## src/rtl/sdram_opt_pkg.sv

```systemverilog
package sdram_opt_pkg;
  typedef enum logic [1:0] {
    CMD_RW      = 2'b00,
    CMD_ACT     = 2'b01,
    CMD_PRE_ACT = 2'b10
  } page_cmd_e;
endpackage

```

## src/rtl/opt_addr_split.sv

```systemverilog
module opt_addr_split #(
  parameter int ADDR_W   = 32,
  parameter int COL_LSB  = 2,
  parameter int COL_W    = 8,
  parameter int ROW_W    = 11,
  parameter int BANK_W   = 1,
  parameter int REGION_W = 4
) (
  input  logic [ADDR_W-1:0]   addr,
  output logic [REGION_W-1:0] region,
  output logic [BANK_W-1:0]   bank,
  output logic [ROW_W-1:0]    row,
  output logic [COL_W-1:0]    col
);
  localparam int ROW_LSB    = COL_LSB + COL_W;
  localparam int BANK_LSB   = ROW_LSB + ROW_W;
  localparam int REGION_LSB = ADDR_W - REGION_W;

  assign col    = addr[ROW_LSB-1:COL_LSB];
  assign row    = addr[BANK_LSB-1:ROW_LSB];
  assign bank   = addr[BANK_LSB+BANK_W-1:BANK_LSB];
  assign region = addr[ADDR_W-1:REGION_LSB];
endmodule

```

## src/rtl/opt_page_table.sv

```systemverilog
module opt_page_table #(
  parameter int N_ENT    = 4,
  parameter int REGION_W = 4,
  parameter int BANK_W   = 1,
  parameter int ROW_W    = 11,
  localparam int IDX_W   = (N_ENT > 1) ? $clog2(N_ENT) : 1
) (
  input  logic                clk,
  input  logic                rst_n,
  input  logic                clear,
  input  logic                lk_en,
  input  logic [REGION_W-1:0] lk_region,
  input  logic [BANK_W-1:0]   lk_bank,
  input  logic [ROW_W-1:0]    lk_row,
  output logic [N_ENT-1:0]    hit_vec,
  output logic [N_ENT-1:0]    bank_vec,
  output logic [N_ENT-1:0]    valid_vec,
  input  logic [IDX_W-1:0]    rd_idx,
  output logic [REGION_W-1:0] rd_region,
  output logic [BANK_W-1:0]   rd_bank,
  output logic [ROW_W-1:0]    rd_row,
  input  logic                wr_en,
  input  logic [IDX_W-1:0]    wr_idx,
  input  logic [REGION_W-1:0] wr_region,
  input  logic [BANK_W-1:0]   wr_bank,
  input  logic [ROW_W-1:0]    wr_row
);
  logic [N_ENT-1:0]               vld_q;
  logic [N_ENT-1:0][REGION_W-1:0] reg_q;
  logic [N_ENT-1:0][BANK_W-1:0]   bank_q;
  logic [N_ENT-1:0][ROW_W-1:0]    row_q;

  for (genvar e = 0; e < N_ENT; e++) begin : g_ent
    always_ff @(posedge clk or negedge rst_n) begin
      if (!rst_n) begin
        vld_q[e]  <= 1'b0;
        reg_q[e]  <= '0;
        bank_q[e] <= '0;
        row_q[e]  <= '0;
      end else if (clear) begin
        vld_q[e]  <= 1'b0;
      end else if (wr_en && (wr_idx == IDX_W'(e))) begin
        vld_q[e]  <= 1'b1;
        reg_q[e]  <= wr_region;
        bank_q[e] <= wr_bank;
        row_q[e]  <= wr_row;
      end
    end

    assign bank_vec[e] = vld_q[e] && (reg_q[e] == lk_region) && (bank_q[e] == lk_bank);
    assign hit_vec[e]  = bank_vec[e] && (row_q[e] == lk_row);
  end

  assign valid_vec = vld_q;
  assign rd_region = reg_q[rd_idx];
  assign rd_bank   = bank_q[rd_idx];
  assign rd_row    = row_q[rd_idx];

  a_r10_one_row_per_bank: assert property (@(posedge clk) disable iff (!rst_n)
    lk_en |-> $onehot0(bank_vec));

  a_r7_clear_empties: assert property (@(posedge clk) disable iff (!rst_n)
    clear |=> (valid_vec == '0));
endmodule

```

## src/rtl/opt_lru.sv

```systemverilog
module opt_lru #(
  parameter int N_ENT = 4,
  localparam int IDX_W = (N_ENT > 1) ? $clog2(N_ENT) : 1
) (
  input  logic             clk,
  input  logic             rst_n,
  input  logic             clear,
  input  logic             touch_en,
  input  logic [IDX_W-1:0] touch_idx,
  input  logic [N_ENT-1:0] valid_vec,
  output logic [IDX_W-1:0] victim_idx
);
  localparam logic [IDX_W-1:0] OLDEST = IDX_W'(N_ENT - 1);

  logic [N_ENT-1:0][IDX_W-1:0] age_q;
  logic [IDX_W-1:0]            touched_age;
  logic [N_ENT-1:0]            oldest_vec;

  assign touched_age = age_q[touch_idx];

  for (genvar e = 0; e < N_ENT; e++) begin : g_age
    always_ff @(posedge clk or negedge rst_n) begin
      if (!rst_n) begin
        age_q[e] <= OLDEST;
      end else if (clear) begin
        age_q[e] <= OLDEST;
      end else if (touch_en) begin
        if (touch_idx == IDX_W'(e))
          age_q[e] <= '0;
        else if (age_q[e] < touched_age)
          age_q[e] <= age_q[e] + 1'b1;
      end
    end
    assign oldest_vec[e] = (age_q[e] == OLDEST);
  end

  always_comb begin
    victim_idx = '0;
    for (int e = N_ENT - 1; e >= 0; e--)
      if (oldest_vec[e]) victim_idx = IDX_W'(e);
  end

  a_r6_single_oldest: assert property (@(posedge clk) disable iff (!rst_n)
    (&valid_vec) |-> ($countones(oldest_vec) == 1));
endmodule

```

## src/rtl/sdram_page_tracker.sv

```systemverilog
module sdram_page_tracker
  import sdram_opt_pkg::*;
#(
  parameter int ADDR_W   = 32,
  parameter int N_ENT    = 4,
  parameter int COL_LSB  = 2,
  parameter int COL_W    = 8,
  parameter int ROW_W    = 11,
  parameter int BANK_W   = 1,
  parameter int REGION_W = 4
) (
  input  logic                clk,
  input  logic                rst_n,
  input  logic                close_all,
  input  logic                in_valid,
  output logic                in_ready,
  input  logic [ADDR_W-1:0]   in_addr,
  output logic                out_valid,
  input  logic                out_ready,
  output logic [1:0]          out_cmd,
  output logic [REGION_W-1:0] out_region,
  output logic [BANK_W-1:0]   out_bank,
  output logic [ROW_W-1:0]    out_row,
  output logic [COL_W-1:0]    out_col,
  output logic [REGION_W-1:0] out_victim_region,
  output logic [BANK_W-1:0]   out_victim_bank,
  output logic [ROW_W-1:0]    out_victim_row
);
  localparam int IDX_W = (N_ENT > 1) ? $clog2(N_ENT) : 1;

  logic [REGION_W-1:0] a_region;
  logic [BANK_W-1:0]   a_bank;
  logic [ROW_W-1:0]    a_row;
  logic [COL_W-1:0]    a_col;
  logic [N_ENT-1:0]    hit_vec, bank_vec, valid_vec;
  logic [IDX_W-1:0]    hit_idx, bank_idx, free_idx, lru_idx, tgt_idx;
  logic [REGION_W-1:0] v_region;
  logic [BANK_W-1:0]   v_bank;
  logic [ROW_W-1:0]    v_row;
  page_cmd_e           cmd;
  logic                accept;

  opt_addr_split #(
    .ADDR_W(ADDR_W), .COL_LSB(COL_LSB), .COL_W(COL_W),
    .ROW_W(ROW_W), .BANK_W(BANK_W), .REGION_W(REGION_W)
  ) u_split (
    .addr(in_addr), .region(a_region), .bank(a_bank), .row(a_row), .col(a_col)
  );

  opt_page_table #(
    .N_ENT(N_ENT), .REGION_W(REGION_W), .BANK_W(BANK_W), .ROW_W(ROW_W)
  ) u_table (
    .clk(clk), .rst_n(rst_n), .clear(close_all), .lk_en(in_valid),
    .lk_region(a_region), .lk_bank(a_bank), .lk_row(a_row),
    .hit_vec(hit_vec), .bank_vec(bank_vec), .valid_vec(valid_vec),
    .rd_idx(tgt_idx), .rd_region(v_region), .rd_bank(v_bank), .rd_row(v_row),
    .wr_en(accept && (cmd != CMD_RW)), .wr_idx(tgt_idx),
    .wr_region(a_region), .wr_bank(a_bank), .wr_row(a_row)
  );

  opt_lru #(.N_ENT(N_ENT)) u_lru (
    .clk(clk), .rst_n(rst_n), .clear(close_all),
    .touch_en(accept), .touch_idx(tgt_idx),
    .valid_vec(valid_vec), .victim_idx(lru_idx)
  );

  // Index encoders: lowest set bit for hit/bank match, lowest clear bit for free.
  always_comb begin
    hit_idx  = '0;
    bank_idx = '0;
    free_idx = '0;
    for (int e = N_ENT - 1; e >= 0; e--) begin
      if (hit_vec[e])    hit_idx  = IDX_W'(e);
      if (bank_vec[e])   bank_idx = IDX_W'(e);
      if (!valid_vec[e]) free_idx = IDX_W'(e);
    end
  end

  // Decision priority: hit, same-bank conflict, free entry, LRU eviction.
  always_comb begin
    if (|hit_vec) begin
      cmd     = CMD_RW;
      tgt_idx = hit_idx;
    end else if (|bank_vec) begin
      cmd     = CMD_PRE_ACT;
      tgt_idx = bank_idx;
    end else if (!(&valid_vec)) begin
      cmd     = CMD_ACT;
      tgt_idx = free_idx;
    end else begin
      cmd     = CMD_PRE_ACT;
      tgt_idx = lru_idx;
    end
  end

  assign in_ready = (!out_valid || out_ready) && !close_all;
  assign accept   = in_valid && in_ready;

  always_ff @(posedge clk or negedge rst_n) begin
    if (!rst_n) begin
      out_valid         <= 1'b0;
      out_cmd           <= CMD_RW;
      out_region        <= '0;
      out_bank          <= '0;
      out_row           <= '0;
      out_col           <= '0;
      out_victim_region <= '0;
      out_victim_bank   <= '0;
      out_victim_row    <= '0;
    end else if (accept) begin
      out_valid         <= 1'b1;
      out_cmd           <= cmd;
      out_region        <= a_region;
      out_bank          <= a_bank;
      out_row           <= a_row;
      out_col           <= a_col;
      out_victim_region <= v_region;
      out_victim_bank   <= v_bank;
      out_victim_row    <= v_row;
    end else if (out_ready) begin
      out_valid         <= 1'b0;
    end
  end

  a_r8_hold_under_stall: assert property (@(posedge clk) disable iff (!rst_n)
    (out_valid && !out_ready) |=> (out_valid && $stable(out_cmd) && $stable(out_row)
      && $stable(out_col) && $stable(out_victim_row) && $stable(out_region)));

  a_r8_no_take_when_stalled: assert property (@(posedge clk) disable iff (!rst_n)
    (out_valid && !out_ready) |-> !in_ready);

  a_r4_victim_row_differs: assert property (@(posedge clk) disable iff (!rst_n)
    (out_valid && out_cmd == 2'b10 && out_victim_region == out_region
      && out_victim_bank == out_bank) |-> (out_victim_row != out_row));

  a_r7_no_take_on_clear: assert property (@(posedge clk) disable iff (!rst_n)
    close_all |-> !in_ready);
endmodule

```

## config.mk

```make
export PLATFORM = sky130hd
export DESIGN_NAME = sdram_page_tracker
export DESIGN_NICKNAME = d
export VERILOG_FILES = /design/src/rtl/sdram_opt_pkg.sv /design/src/rtl/opt_addr_split.sv /design/src/rtl/opt_page_table.sv /design/src/rtl/opt_lru.sv /design/src/rtl/sdram_page_tracker.sv
export SDC_FILE = /design/constraint.sdc
export NUM_CORES = 1
export LEC_CHECK = 0
export BUFFER_PORTS_ARGS = -buffer_cell sky130_fd_sc_hd__buf_2
export CAP_MARGIN = 20
export CORE_MARGIN = 4
export CORE_UTILIZATION = 53
export DETAILED_ROUTE_END_ITERATION = 12
export PLACE_DENSITY = 0.78
export SYNTH_ARGS = -nofsm -noshare
export SYNTH_HDL_FRONTEND = slang
export SYNTH_HIERARCHICAL = 1
export SYNTH_SLANG_ARGS = --single-unit
```

## constraint.sdc

```tcl
create_clock -name clk -period 4.2 [get_ports clk]
set_clock_uncertainty 0.15 [all_clocks]
set_input_delay 0.21 -clock clk [delete_from_list [all_inputs] [get_ports clk]]
set_output_delay 0.21 -clock clk [all_outputs]
set_load 0.03 [all_outputs]
```

# Word level (Yosys, flattened, before mapping)
# Cells that the tools add are included.
# op_classes
addsub	4
shifts	0
bitwise	1
multipliers	0
reduce_logical	45
n_mux	56
magnitude_cmp	5
eq_ne	19
div_mod_pow	0
# op_table
operator	count
2-bit 2-to-1 mux	39
11-bit equality test	4
11-bit binary-select mux with 2-bit select	1
1-bit logical AND	19
4-bit equality test	4
2-bit AND reduction	8
2-bit nonzero test	7
2-bit equality test, second input constant	6
3-bit nonzero test	4
1-bit 2-to-1 mux	11
11-bit 2-to-1 mux	1
2-bit by 1-bit adder with 2-bit output, second input constant	4
4-bit binary-select mux with 2-bit select	1
2-bit < comparator	4
4-bit OR reduction	2
2-bit binary-select mux with 2-bit select	1
1-bit equality test	4
4-bit 2-to-1 mux	1
4-bit AND reduction	1
2-bit by 3-bit < comparator with 1-bit output, second input constant	1
1-bit binary-select mux with 2-bit select	1
2-bit by 1-bit equality test with 1-bit output, second input constant	1
1-bit zero test	2
2-bit zero test	1
other kinds (2)	2
# totals
output_inout_bits	44
elab_cells	159
inputBits	37
ramBits	0
n_memories	0
latch_bits	0
regBits	119
rom_bits	0

# Logic depth before layout (Yosys ltp)
# depth
ltp_word	16
mapped_depth	18
ltp_nobuf	15

# Cells and area by module
# The synthesis kept the hierarchy.
# by_module_without_submodules
mod	instances	area_each_um2	seq_area_each_um2	cells_per_inst
opt_page_table	1	3746.1	1701.6	256
sdram_page_tracker	1	1943.1	1076.0	116
opt_lru	1	879.6	210.2	109
opt_addr_split	1	180.2	0.0	24

# Worst setup path before layout
# Ideal clock, no wire load.
# synth_path
kind	input to register
start	input port in_addr[29]
end	register u_lru/age_q[5] (netlist name)
t_arrival_ps	4005
cell_stages	17
setup_ps	82
path_slack_ps	-37
required_time_ps	3968
path_buffers	4
path_cell_list	buf_4 -> clkbuf_1 -> xnor2_1 -> nand4_1 -> nor3_1 -> and4_1 -> a21oi_1 -> o22ai_1 -> buf_6 -> clkbuf_1 -> mux4_2 -> inv_1 -> ha_1 -> inv_1 -> a221oi_1 -> a211o_1 -> a22oi_1
# synth_via
elab_chain_cells	14
word_cells_on_any_way	37
classes_between	1 x order compare; 5 x eq/ne; 15 x mux; 16 x reduce/logical
# synth_rtl
item	line	text
start: declaration	sdram_page_tracker.sv:17	input logic [ADDR_W-1:0] in_addr,
4-bit equality test *	opt_page_table.sv:50	assign bank_vec[e] = vld_q[e] && (reg_q[e] == lk_region) && (bank_q[e] == lk_bank);
1-bit logical AND * (2 in a row)	opt_page_table.sv:50	
named net bank_vec[3]	sdram_page_tracker.sv:35	logic [N_ENT-1:0] hit_vec, bank_vec, valid_vec;
1-bit logical AND *	opt_page_table.sv:51	assign hit_vec[e] = bank_vec[e] && (row_q[e] == lk_row);
named net hit_vec[3]	sdram_page_tracker.sv:35	
2-bit 2-to-1 mux (4 in a row)	sdram_page_tracker.sv:73	if (hit_vec[e]) hit_idx = IDX_W'(e);
2-bit 2-to-1 mux *	sdram_page_tracker.sv:81	if (|hit_vec) begin
named net tgt_idx[0]	sdram_page_tracker.sv:36	logic [IDX_W-1:0] hit_idx, bank_idx, free_idx, lru_idx, tgt_idx;
2-bit binary-select mux with 2-bit select	opt_lru.sv:19	assign touched_age = age_q[touch_idx];
2-bit 2-to-1 mux (not written as such)	opt_lru.sv:19	
2-bit < comparator	opt_lru.sv:30	else if (age_q[e] < touched_age)
3-bit nonzero test (no source line)	n/a	
2-bit AND reduction (no source line)	n/a	
end signal: indexed assignment	opt_lru.sv:31	age_q[e] <= age_q[e] + 1'b1;
end: declaration	opt_lru.sv:15	logic [N_ENT-1:0][IDX_W-1:0] age_q;
# Mark *: on every way through the listed nets, which the timed path passes. The rest lies on a longest branch. The select of a mux whose other input is x is not followed.
# A chain may end at the register's enable or synchronous reset.

# Worst setup path in the final report
# layout_path
start	register u_table/reg_q[15] (netlist name)
end	register u_lru/age_q[5] (netlist name)
# layout_via
elab_chain_cells	14
word_cells_on_any_way	25
classes_between	1 x order compare; 2 x eq/ne; 15 x mux; 7 x reduce/logical
# layout_rtl
item	line	text
start: declaration	opt_page_table.sv:29	logic [N_ENT-1:0][REGION_W-1:0] reg_q;
start signal: indexed assignment	opt_page_table.sv:44	reg_q[e] <= wr_region;
4-bit equality test *	opt_page_table.sv:50	
1-bit logical AND * (2 in a row)	opt_page_table.sv:50	
named net bank_vec[3]	sdram_page_tracker.sv:35	
1-bit logical AND *	opt_page_table.sv:51	
named net hit_vec[3]	sdram_page_tracker.sv:35	
2-bit 2-to-1 mux (4 in a row)	sdram_page_tracker.sv:73	
2-bit 2-to-1 mux *	sdram_page_tracker.sv:81	
named net tgt_idx[0]	sdram_page_tracker.sv:36	
2-bit binary-select mux with 2-bit select	opt_lru.sv:19	
2-bit 2-to-1 mux (not written as such)	opt_lru.sv:19	
2-bit < comparator	opt_lru.sv:30	
3-bit nonzero test (no source line)	n/a	
2-bit AND reduction (no source line)	n/a	
# Marks and branches as above.

==> impl_metrics.csv <==
group,metric,value,unit
detailed_routing,wl_per_cell,18.2,µm
cts,path_clk_slew,50,ps
worst_setup_path,criticalPathCategory,"reg -> reg",
cts,htreeDepth,4,
final_layout,finalNetCount,621,
cts,clockBufferDepth,2,
synthesis,syn-mean-instance-area,13.4,µm²
worst_setup_path,reg2reg_from,"u_table/reg_q[15]",
detailed_routing,drt_wl_total,13700,µm
cts,cts-root-buf,"clkbuf_16",
cts,cts-buffers-inserted,17,
timing,worst_pin_slew,779,ps
floorplan,dieHeight,121,µm
final_layout,diodes,0,
floorplan,start_util,55.0,%
synthesis,synth.most_common_cell,"dfrtp_1",
timing,maxSlewHeadroom,48.0,%
synthesis,syn_area,6750,µm²
pwr,p_per_area,497,nW/µm²
hold_path,min_path_type,"in -> reg",
synthesis,netlist_instances,505,
timing,tns,0,ps
cts,post_cts_buffers,0,
floorplan,num_rows,40,
detailed_routing,drc,0,
worst_setup_path,reg2reg_to,"u_lru/age_q[5]",
timing,hold_viol_final,0,
hold_path,min_to,"out_row[1]",
cts,clock_latency,410,ps
hold_path,min_from,"in_addr[11]",
final_layout,nFillCells,916,
cts,cts_num_sinks,119,
synthesis,synth_flop_cell,"dfrtp_1",
synthesis,yosys-top-cells-area,"dfrtp_1, mux2_4, mux2_2",
synthesis,ys_seq_area_share,44.3,%
grt,gr-usage-all-layers,20.3,%
placement,dp.cells,715,
detailed_routing,ant_nets,0,
cts,cts_tree,"done",
worst_setup_path,start_kind,"flop",
floorplan,die_area,14600,µm²
grt,grt_overflow_total,0,
placement,pre_cts_slack,387,ps
final_layout,final-instance-count-excl-fill,755,
detailed_routing,vias,4227,
final_layout,finalInstanceArea,7700,µm²
outcome,status,"completed",
detailed_routing,drt_pre_antenna_iters,4,
synthesis,synth_nets,550,
final_layout,drive_above_1_share,43.6,%
timing,worst_hold_slack,39.0,ps
floorplan,io-pin-count,81,
placement,gp_congestion,0.819,
grt,grt_pass1_vias,4474,
floorplan,die_w,121,µm
flow_run,max-cap-violations,0,
worst_setup_path,arrival,4020,ps
worst_setup_path,end_kind,"flop",
placement,placed_area,7080,µm²
synthesis,yosysTopAreaCell,"dfrtp_1",
timing,drv_slew,0,
grt,grt_first_pass_wirelength,23000,µm
detailed_routing,dr.first_iter.drc_count,199,
timing,fin_crit_sh,91.6,%
pwr,p_leak,3.61,nW
grt,grt_max_degree,59,
synthesis,synth-edff-count,0,
final_layout,area_growth_syn_to_layout,14.0,%
synthesis,ys_top_cells_by_count,"dfrtp_1, xor2_1, mux2_4",
worst_setup_path,r2r_slack,350,ps
timing,rsz0062_at_grt,"no",
worst_setup_path,reg2reg_depth,13,
synthesis,synth_top_cell_area_share,41.2,%
timing,fin_ws,353,ps
hold_path,whs_path_depth,2,
worst_setup_path,cp.required,4370,ps
synthesis,synth_warnings,6,
timing,setup_viol,0,
cts,postCtsHoldBufs,10,
timing,fin_crit,3850,ps
floorplan,coreArea,12300,µm²
timing,fmax,260,MHz
placement,dp_hpwl,9300,µm
detailed_routing,via_per_inst,5.60,
grt,antenna_found_initial,0,
worst_setup_path,crit_path_max_fanout,4,
placement,io_buffer_count,72,
pwr,vdd_drop_max,0.297,mV
synthesis,ys_types,65,
cts,cts_resized,0,
synthesis,synth-seq-cells,119,
synthesis,async_flop_share,100,%
[metal layers]
metal | up-vias | share of wire [%] | routed length (µm) | track usage (%)
li1 | 1952 | - | - | -
met1 | 2139 | 45 | 6120 | 26.5
met2 | 117 | 49 | 6780 | 32.5
met3 | 19 | 4.7 | 650 | 5.52
met4 | 0 | 1.4 | 199 | 7.29
met5 | - | 0 | 0 | 0
[metrics by stage]
stage	power (W)	util, %
floorplan	0.00230	-
global placement	0.00253	57.7
detailed placement	0.00256	57.7
CTS	0.00386	62.8
global route	0.00401	62.8
finish	0.00382	62.8
[state kept, by name, summed over array words and instances (netlist names)]
name	flops
u_table/row_q	44
u_table/reg_q	16
out_row	11
out_victim_row	11
out_col	8
u_lru/age_q	8
out_region	4
out_victim_region	4
u_table/bank_q	4
u_table/valid_vec	4
out_cmd	2
out_bank	1
out_valid	1
out_victim_bank	1
[layout by cell type, fill, tap and decap left out, types with 13 or more instances in the layout]
| cell | count |
|---|---|
| nor2_1 | 16 |
| mux2_4 | 54 |
| mux2_2 | 51 |
| mux4_2 | 18 |
| buf_4 | 13 |
| o21ai_0 | 13 |
| dfrtp_1 | 111 |
| xor2_1 | 57 |
| clkbuf_16 | 17 |
| buf_2 | 71 |
| nor4_1 | 13 |
[power by group]
| part | switching, W | internal [W] |
|---|---|---|
| Sequential | 0.000160 | 0.00136 |
| Combinational | 0.000540 | 0.000485 |
| Clock | 0.000471 | 0.000803 |
| Total | 0.00117 | 0.00265 |
[worst max-delay path, cell delays in order, from the launching register on]
cell	delay [ps]
dfrtp_1	400
xnor2_1	190
nand4_1	160
nor3_1	560
and4_1	340
a21oi_1	120
o22ai_4	200
mux4_2	510
inv_1	170
ha_1	310
inv_1	100
a221oi_1	50
a211o_1	290
a22oi_1	200
[worst max path at each step]
stage	from	endpoint	slack, ps	cells after the start
after floorplan	in_addr[29]	u_lru/age_q[5]	170	17
after global placement	in_addr[31]	u_lru/age_q[2]	500	11
after detailed placement	in_addr[31]	u_table/bank_q[3]	390	10
after CTS	u_table/reg_q[15]	u_lru/age_q[5]	350	13
after global routing	u_table/reg_q[2]	u_lru/age_q[5]	140	14
final	u_table/reg_q[15]	u_lru/age_q[5]	350	13
[cell families (layout without fill, tap and decap cells)]
family / count (synthesis) / in the layout / synth area share (%)
muxes: 124 / 124 / 26.7
DFF: 119 / 119 / 44.3
and+or+nand+nor: 85 / 85 / 8.12
xor gates and xnor gates: 64 / 64 / 8.31
buffers and inverters: 55 / 137 / 6.01
AOI/OAI and AO/OA: 50 / 50 / 5.14
adders and majority gates: 8 / 8 / 1.48
[layout make-up]
cell class | instances | area, µm² | area share [%]
multi-input cells | 331 | 3370 | 43.8
flip-flops and latches | 119 | 2990 | 38.8
repair buffers | 94 | 553 | 7.19
clock buffers | 26 | 499 | 6.49
well taps | 168 | 210 | 2.73
inverters | 13 | 56.3 | 0.732
clock inverters | 4 | 20.0 | 0.260
(Power assumes the default switching activity.)
